[src/rtl/icPkg.sv]
package icPkg;
  typedef struct packed {
    logic ackFire;
    logic rtiFire;
    logic maskWr;
    logic latchClr;
  } icStrobes_t;
endpackage

[src/rtl/icPrioEnc.sv]
module icPrioEnc #(
  parameter int NUM_SRC = 8,
  localparam int IDX_W = (NUM_SRC > 1) ? $clog2(NUM_SRC) : 1
) (
  input  logic [NUM_SRC-1:0] vec,
  output logic               valid,
  output logic [IDX_W-1:0]   idx,
  output logic [NUM_SRC-1:0] oneHot
);
  always_comb begin
    valid  = |vec;
    idx    = '0;
    for (int i = NUM_SRC - 1; i >= 0; i--) begin
      if (vec[i]) idx = IDX_W'(i);
    end
    oneHot = vec & (~vec + NUM_SRC'(1));
  end
endmodule

[src/rtl/icCtrl.sv]
module icCtrl
  import icPkg::*;
#(
  parameter int NUM_SRC = 8,
  localparam int IDX_W = (NUM_SRC > 1) ? $clog2(NUM_SRC) : 1
) (
  input  logic [NUM_SRC-1:0] latchQ,
  input  logic [NUM_SRC-1:0] maskQ,
  input  logic [NUM_SRC-1:0] pendQ,
  input  logic               intAck,
  input  logic               rtiStrobe,
  input  logic               maskWrEn,
  input  logic               latchClrEn,
  output logic               intReq,
  output logic [IDX_W-1:0]   intIdx,
  output logic [NUM_SRC-1:0] candOneHot,
  output logic [NUM_SRC-1:0] pendOneHot,
  output icStrobes_t         strobes
);
  logic [NUM_SRC-1:0] candVec;
  logic               candValid;
  logic               pendValid;
  logic [IDX_W-1:0]   pendIdx;

  assign candVec = latchQ & maskQ;

  icPrioEnc #(.NUM_SRC(NUM_SRC)) u_candEnc (
    .vec(candVec), .valid(candValid), .idx(intIdx), .oneHot(candOneHot)
  );

  icPrioEnc #(.NUM_SRC(NUM_SRC)) u_pendEnc (
    .vec(pendQ), .valid(pendValid), .idx(pendIdx), .oneHot(pendOneHot)
  );

  always_comb begin
    intReq = candValid && (!pendValid || (intIdx < pendIdx));
    strobes.ackFire  = intAck && intReq;
    strobes.rtiFire  = rtiStrobe && pendValid;
    strobes.maskWr   = maskWrEn;
    strobes.latchClr = latchClrEn;
  end
endmodule

[src/rtl/icDatapath.sv]
module icDatapath
  import icPkg::*;
#(
  parameter int NUM_SRC = 8
) (
  input  logic               clk,
  input  logic               rstN,
  input  icStrobes_t         strobes,
  input  logic [NUM_SRC-1:0] irqIn,
  input  logic [NUM_SRC-1:0] maskWrData,
  input  logic [NUM_SRC-1:0] latchClrData,
  input  logic [NUM_SRC-1:0] candOneHot,
  input  logic [NUM_SRC-1:0] pendOneHot,
  output logic [NUM_SRC-1:0] latchQ,
  output logic [NUM_SRC-1:0] maskQ,
  output logic [NUM_SRC-1:0] pendQ
);
  for (genvar i = 0; i < NUM_SRC; i++) begin : g_src
    logic clrBit;
    assign clrBit = (strobes.ackFire && candOneHot[i]) ||
                    (strobes.latchClr && latchClrData[i]);

    always_ff @(posedge clk or negedge rstN) begin
      if (!rstN) begin
        latchQ[i] <= 1'b0;
        maskQ[i]  <= 1'b0;
        pendQ[i]  <= 1'b0;
      end else begin
        latchQ[i] <= irqIn[i] || (latchQ[i] && !clrBit);
        if (strobes.maskWr) maskQ[i] <= maskWrData[i];
        pendQ[i]  <= (strobes.ackFire && candOneHot[i]) ||
                     (pendQ[i] && !(strobes.rtiFire && pendOneHot[i]));
      end
    end
  end
endmodule

[src/rtl/icCore.sv]
module icCore
  import icPkg::*;
#(
  parameter int NUM_SRC = 8,
  localparam int IDX_W = (NUM_SRC > 1) ? $clog2(NUM_SRC) : 1
) (
  input  logic               clk,
  input  logic               rstN,
  input  logic [NUM_SRC-1:0] irqIn,
  input  logic               maskWrEn,
  input  logic [NUM_SRC-1:0] maskWrData,
  input  logic               latchClrEn,
  input  logic [NUM_SRC-1:0] latchClrData,
  input  logic               intAck,
  input  logic               rtiStrobe,
  output logic               intReq,
  output logic [IDX_W-1:0]   intIdx,
  output logic [NUM_SRC-1:0] latchQ,
  output logic [NUM_SRC-1:0] maskQ,
  output logic [NUM_SRC-1:0] pendQ
);
  icStrobes_t         strobes;
  logic [NUM_SRC-1:0] candOneHot;
  logic [NUM_SRC-1:0] pendOneHot;

  icCtrl #(.NUM_SRC(NUM_SRC)) u_ctrl (
    .latchQ(latchQ), .maskQ(maskQ), .pendQ(pendQ),
    .intAck(intAck), .rtiStrobe(rtiStrobe),
    .maskWrEn(maskWrEn), .latchClrEn(latchClrEn),
    .intReq(intReq), .intIdx(intIdx),
    .candOneHot(candOneHot), .pendOneHot(pendOneHot),
    .strobes(strobes)
  );

  icDatapath #(.NUM_SRC(NUM_SRC)) u_dp (
    .clk(clk), .rstN(rstN), .strobes(strobes),
    .irqIn(irqIn), .maskWrData(maskWrData), .latchClrData(latchClrData),
    .candOneHot(candOneHot), .pendOneHot(pendOneHot),
    .latchQ(latchQ), .maskQ(maskQ), .pendQ(pendQ)
  );
endmodule

[config.mk]
export PLATFORM = sky130hd
export DESIGN_NAME = icCore
export DESIGN_NICKNAME = d
export VERILOG_FILES = /design/src/rtl/icPkg.sv /design/src/rtl/icPrioEnc.sv /design/src/rtl/icCtrl.sv /design/src/rtl/icDatapath.sv /design/src/rtl/icCore.sv
export SDC_FILE = /design/constraint.sdc
export NUM_CORES = 1
export LEC_CHECK = 0
export CELL_PAD_IN_SITES_DETAIL_PLACEMENT = 1
export CELL_PAD_IN_SITES_GLOBAL_PLACEMENT = 1
export CORE_MARGIN = 1.5
export CORE_UTILIZATION = 31
export DETAILED_ROUTE_END_ITERATION = 8
export MAX_ROUTING_LAYER = met4
export PLACE_DENSITY_LB_ADDON = 0.1
export SETUP_SLACK_MARGIN = 0.1
export SLEW_MARGIN = 20
export SYNTH_ARGS = -nofsm -noshare
export SYNTH_HDL_FRONTEND = slang
export SYNTH_HIERARCHICAL = 1
export SYNTH_SLANG_ARGS = --single-unit
[constraint.sdc]
create_clock -name clk -period 3.37 [get_ports clk]
set_input_delay 0.5055 -clock clk [delete_from_list [all_inputs] [get_ports clk]]
set_output_delay 0.5055 -clock clk [all_outputs]
set_load 0.03 [all_outputs]
* Yosys cells after proc, flatten, opt, wreduce, memory -nomap -nowiden
Index checks and enable logic that the tools add are counted.
Word-level totals: register bits after elaboration 24, input bits 30, output and inout bits 28, word-level logic and storage cells 135
Operators by class: add/sub/neg operators 2, order comparisons 1, multiplexer cells 16, bitwise gates (word level) 5, reduce and logical (&&, ||, !) cells 87
Operators by type and width (count):
- $mux 3 | 16
- $logic_and 1x1->1 | 43
- $logic_or 1x1->1 | 25
- $and 8x8->8 | 3
- $logic_not 1->1 | 17
- $add 8x1->8 const B | 2
- $not 8->8 | 2
- $reduce_or 8->1 | 2
- $lt 3x3->1 | 1

* Longest topological paths before layout
depth after elaboration 18, mapped depth 11, gate-level depth less buffers 9

* Cells and area by module
Netlist, hierarchy kept.
By module, submodules not included:
- icDatapath | instances 1, cells an instance 69, area an instance 962.2 um2, sequential area each 600.6 um2
- icPrioEnc | instances 2, cells an instance 23, area an instance 138.9 um2, sequential area each 0.0 um2
- icCtrl | instances 1, cells an instance 21, area an instance 142.6 um2, sequential area each 0.0 um2

* Worst setup path after synthesis
OpenSTA, ideal clock, no wires.
kind register to output, from register u_dp.latchQ[4], to output intReq, arrival 2938 ps, required time 2864 ps, path slack -73 ps, cell stages (with the launch flop) 8, path buffers 0, cell sequence dfrtp_1 and2_1 nor2_1 o21ai_0 a211oi_1 ha_1 a211o_1 a21boi_1
Between the ends: cells in the longest elaborated chain, start to end 9, elaborated cells on any way between the ends 10, classes of those cells order compare (1); mux (5); bitwise (1); reduce/logical (3)
Ends and longest elaborated chain:
- start: declaration | line icDatapath.sv:14 | output logic [NUM_SRC-1:0] latchQ,
- start signal: indexed assignment | line icDatapath.sv:29 | latchQ[i] <= irqIn[i] || (latchQ[i] && !clrBit);
- $and 8x8->8 | line icCtrl.sv:25 | assign candVec = latchQ & maskQ;
- via u_ctrl.candVec[4] | line icCtrl.sv:20 | logic [NUM_SRC-1:0] candVec;
- $mux 3 (5 in series) | line icPrioEnc.sv:14 | if (vec[i]) idx = IDX_W'(i);
- via intIdx[1] | line icCore.sv:17 | output logic [IDX_W-1:0] intIdx,
- $lt 3x3->1 | line icCtrl.sv:36 | intReq = candValid && (!pendValid || (intIdx < pendIdx));
- $logic_or 1x1->1 | line icCtrl.sv:36
- $logic_and 1x1->1 | line icCtrl.sv:36
- end: declaration | line icCore.sv:16 | output logic intReq,
The timed path passes the listed nets, and every way through them passes these cells.

* Worst setup path after layout
from register u_dp.latchQ[5], to output intReq
Between the ends: cells in the longest elaborated chain, start to end 10, elaborated cells on any way between the ends 11, classes of those cells order compare (1); mux (6); bitwise (1); reduce/logical (3)
Ends and longest elaborated chain (line):
- $and 8x8->8 * | icCtrl.sv:25
- via u_ctrl.candVec[5] | icCtrl.sv:20
- $mux 3 (6 in series) | icPrioEnc.sv:14
- $lt 3x3->1 | icCtrl.sv:36
- $logic_or 1x1->1 | icCtrl.sv:36
- $logic_and 1x1->1 * | icCtrl.sv:36
The timed path passes the listed nets; every way through them passes the cells marked *.

==> impl_results.md <==
* Outcome: finished clean
* HP Class: register to register
* Worst slack at placement at roughly 0.24 ns
* Height of the die at 69.8 um
* Fin Setup TNS at 0 ns
* Crit-path slowest cell: dfrtp_1
* Leakage at 0.818 nW
* Post-DR wirelength/cell at between 15 and 20 um
* Netlist cell types at 30
* Syn. warnings at 6
* Number of inserted diodes at 0
* Number of fill cells at approximately 500
* Total core area at around 0.0043 sq mm
* Worst-margin pin slew at between 0.4 and 0.5 ns
* Period utilization at between 80 and 90%
* GP Congestion at just under 0.8
* Met3 Wirelength at ~150 um
* Cell Area, Synth at 0.00138 sq mm
* Share of cells above drive strength 1 at a little over an eighth
* Max FO, Critical Path at 4
* Mean Syn Cell Area at 10.2 sq um
* Clock Pin Slew Worst Setup and Hold Paths at 0.09 ns
* CTS root buf: clkbuf_8
* # clock sinks at 24
* Synthesized net count at roughly 170
* Post-synth EDFFs at 0
* Detailed Route WL at between 3000 and 4000 um
* Vias in the first global route at approximately 1400
* Seq/Total Area, Yosys at around 43%
* H-tree depth at 1
* Post-CTS Hold Buffers at 0
* Peak VDD IR at between 0.15 and 0.2 mV
* Hold Slack at around 0.51 ns
* Hold Vio Cnt, Final at 0
* HPWL Detailed at approximately 3100 um
* Critical path launch point type: register
* Synth Area in Compound Gates at 20.9%
* Clk_lat worst skew at between 0.2 and 0.3 ns
* # placed instances at 240
* Initial antenna violation count at 0
* Mapped Cells at between 100 and 150
* RSZ-0062 raised after global routing: false
* Highest clock rate at around 340 MHz
* Cell Count, Final, Fillers Out at about 240
* Layout Nets at around 230
* DRC errors left at 0
* Pwr Density at between 600 and 700 mW/mm^2
* Die Wd at roughly 70 um
* DR iter-0 viols at 68
* Antenna Nets Post-Route at 0
* Synth Area in Simple Gates at between 20% and 30%
* Effective utilization at floorplan at 32.0%
* MaxCap Viol Count at 0
* Largest family of logic cells by synthesized area: simple AND/OR/NAND/NOR gates
* WL met1 at approximately 1700 um
* GRT Total Usage at 17.6%
* Pin count of the biggest net entering global routing at 25
* Post-layout worst setup margin at approximately 0.42 ns
* Num CTS Buffers at 3
* CTS tree: done
* CP arrival at between 2 and 2.5 ns
* Crit. End Element: primary output
* DIE AREA at just under 0.005 sq mm
* CP max stage delay at 0.41 ns
* Clock Tree Buf Depth at 2
* Worst Skew at between 0.006 and 0.007 ns
* Mux cell area share after synthesis at around 6.5%
* Tmin final at approximately 2.9 ns
* Fin util at between 40% and 50%
* Max-slew headroom at between 60% and 70%
* GR Overflow Total at 0
* Top FF cell, synth: dfrtp_1
* FFs w/ async S/R, synth at 100%
* I/O pin cnt at 58
* Vias per cell at 5.09
* Synth Area in XOR/XNOR at 0%
* CP required at ~2.9 ns
* Layout area overhead at 47.2%
* Max layer used: met4
* PortBufs at 57
* First-pass GRT wire length at about 6700 um
* 1st-pass router iterations at 3
* Rows at 24
* Endpoints failing setup at 0
* Crit-path cells: and2_1, nor2_1, o21ai_0, a211oi_2, ha_1, a211o_1, a21boi_1, clkbuf_2
* Yosys reg bits at 24
* Detail Route met2 WL at ~2000 um
* Synth Area in Adders at about 1.8%
* Slew Viols, Final at 0
* Via total after detailed routing at about 1200
* WS Path Type: register to primary output
## synthesized netlist by cell type (2+ instances only)
cell type / count / area [sq um]
nor3_1: 2 / 10.0
nor3_2: 2 / 20.0
mux2_2: 8 / 90.1
a22oi_1: 6 / 45.0
inv_1: 4 / 15.0
ha_1: 2 / 25.0
nor2_1: 10 / 37.5
o21ai_0: 4 / 20.0
dfrtp_1: 24 / 601
nor4b_1: 2 / 17.5
buf_4: 4 / 30.0
buf_2: 2 / 10.0
a21o_1: 8 / 60.1
o21bai_1: 2 / 15.0
a211oi_1: 2 / 15.0
a21oi_1: 3 / 15.0
nand2_1: 11 / 41.3
a22oi_2: 2 / 25.0
nor2b_1: 4 / 25.0
a22o_1: 8 / 70.1
or4_4: 2 / 22.5
nor3b_1: 4 / 30.0
and2_1: 13 / 81.3
## layer usage
metal / global-route usage, % / vias to the layer above
met4: 4.49 / 0
li1: - / 591
met3: 1.89 / 4
met1: 22.2 / 619
met2: 30.3 / 29
met5: - / -
## cell families after synthesis
| family | after synthesis |
|---|---|
| AO/OA/AOI/OAI | 38 |
| adder cells (fa/ha/maj) | 2 |
| buffers and inverters | 13 |
| flip-flops | 24 |
| multiplexers | 8 |
| AND/OR/NAND/NOR | 51 |
## critical path, delay by kind of cell, from the launching register on
| family | cells | cell delay, ns |
|---|---|---|
| and+or+nand+nor | 2 | 0.37 |
| AOI/OAI and AO/OA | 4 | 0.88 |
| buffers and inverters | 1 | 0.22 |
| DFF | 1 | 0.41 |
| adders and majority gates | 1 | 0.29 |
## where the power goes
part | leakage [nW] | switching [W] | internal (W)
registers | 0.275 | 0.0000955 | 0.000352
clock network | 0.0288 | 0.0000953 | 0.000104
logic | 0.514 | 0.000419 | 0.000340
## state kept, by name (all words and copies together) (netlist names)
signal,flops
u_dp/pendQ,8
u_dp/maskQ,8
u_dp/latchQ,8
## repair_timing
item,CTS,global route
endpoints found under the hold margin,0,0
resized for setup,1,2
pin swaps,0,0
buffers inserted,0,0
setup endpoints to repair,1,1
## path summary, 6_finish.rpt
kind | start | cells past startpoint | to | slack, ns
min reg2reg | u_dp/latchQ[4] | 1 | u_dp/latchQ[4] | 0.51
min in group asynchronous | rstN | 2 | u_dp/pendQ[7] | 0.60
max in group asynchronous | rstN | 2 | u_dp/latchQ[1] | 2.52
max reg2reg | u_dp/latchQ[5] | 10 | u_dp/latchQ[6] | 0.76
max | u_dp/latchQ[5] | 8 | intReq | 0.42
min | u_dp/latchQ[4] | 1 | u_dp/latchQ[4] | 0.51
## cell usage in the layout (no fill, tap or decap), types with 4 or more instances in the layout
master	instances
a21o_1	8
a22o_1	8
a22oi_1	6
and2_1	13
buf_4	4
clkbuf_8	4
clkdlybuf4s50_1	56
dfrtp_1	24
inv_1	4
mux2_2	8
nand2_1	11
nor2_1	10
nor2b_1	4
nor3b_1	4
o21ai_0	4
## stage by stage
step           power (W)  area, sq um
2_1_floorplan   0.000950         1390
3_3_place_gp     0.00122         1990
3_5_place_dp     0.00124         1990
4_1_cts          0.00143         2040
5_1_grt          0.00150         2040
6_report         0.00141         2040
## cell type report
class / count / area (sq um) / area share (%)
multi-input cells: 99 / 704 / 34.6
flip-flops and latches: 24 / 601 / 29.5
inverters: 4 / 15.0 / 0.738
well taps: 52 / 65.1 / 3.20
clock buffers: 4 / 55.1 / 2.70
repair buffers: 61 / 596 / 29.3
No activity file was read; power rests on OpenSTA's default activity.
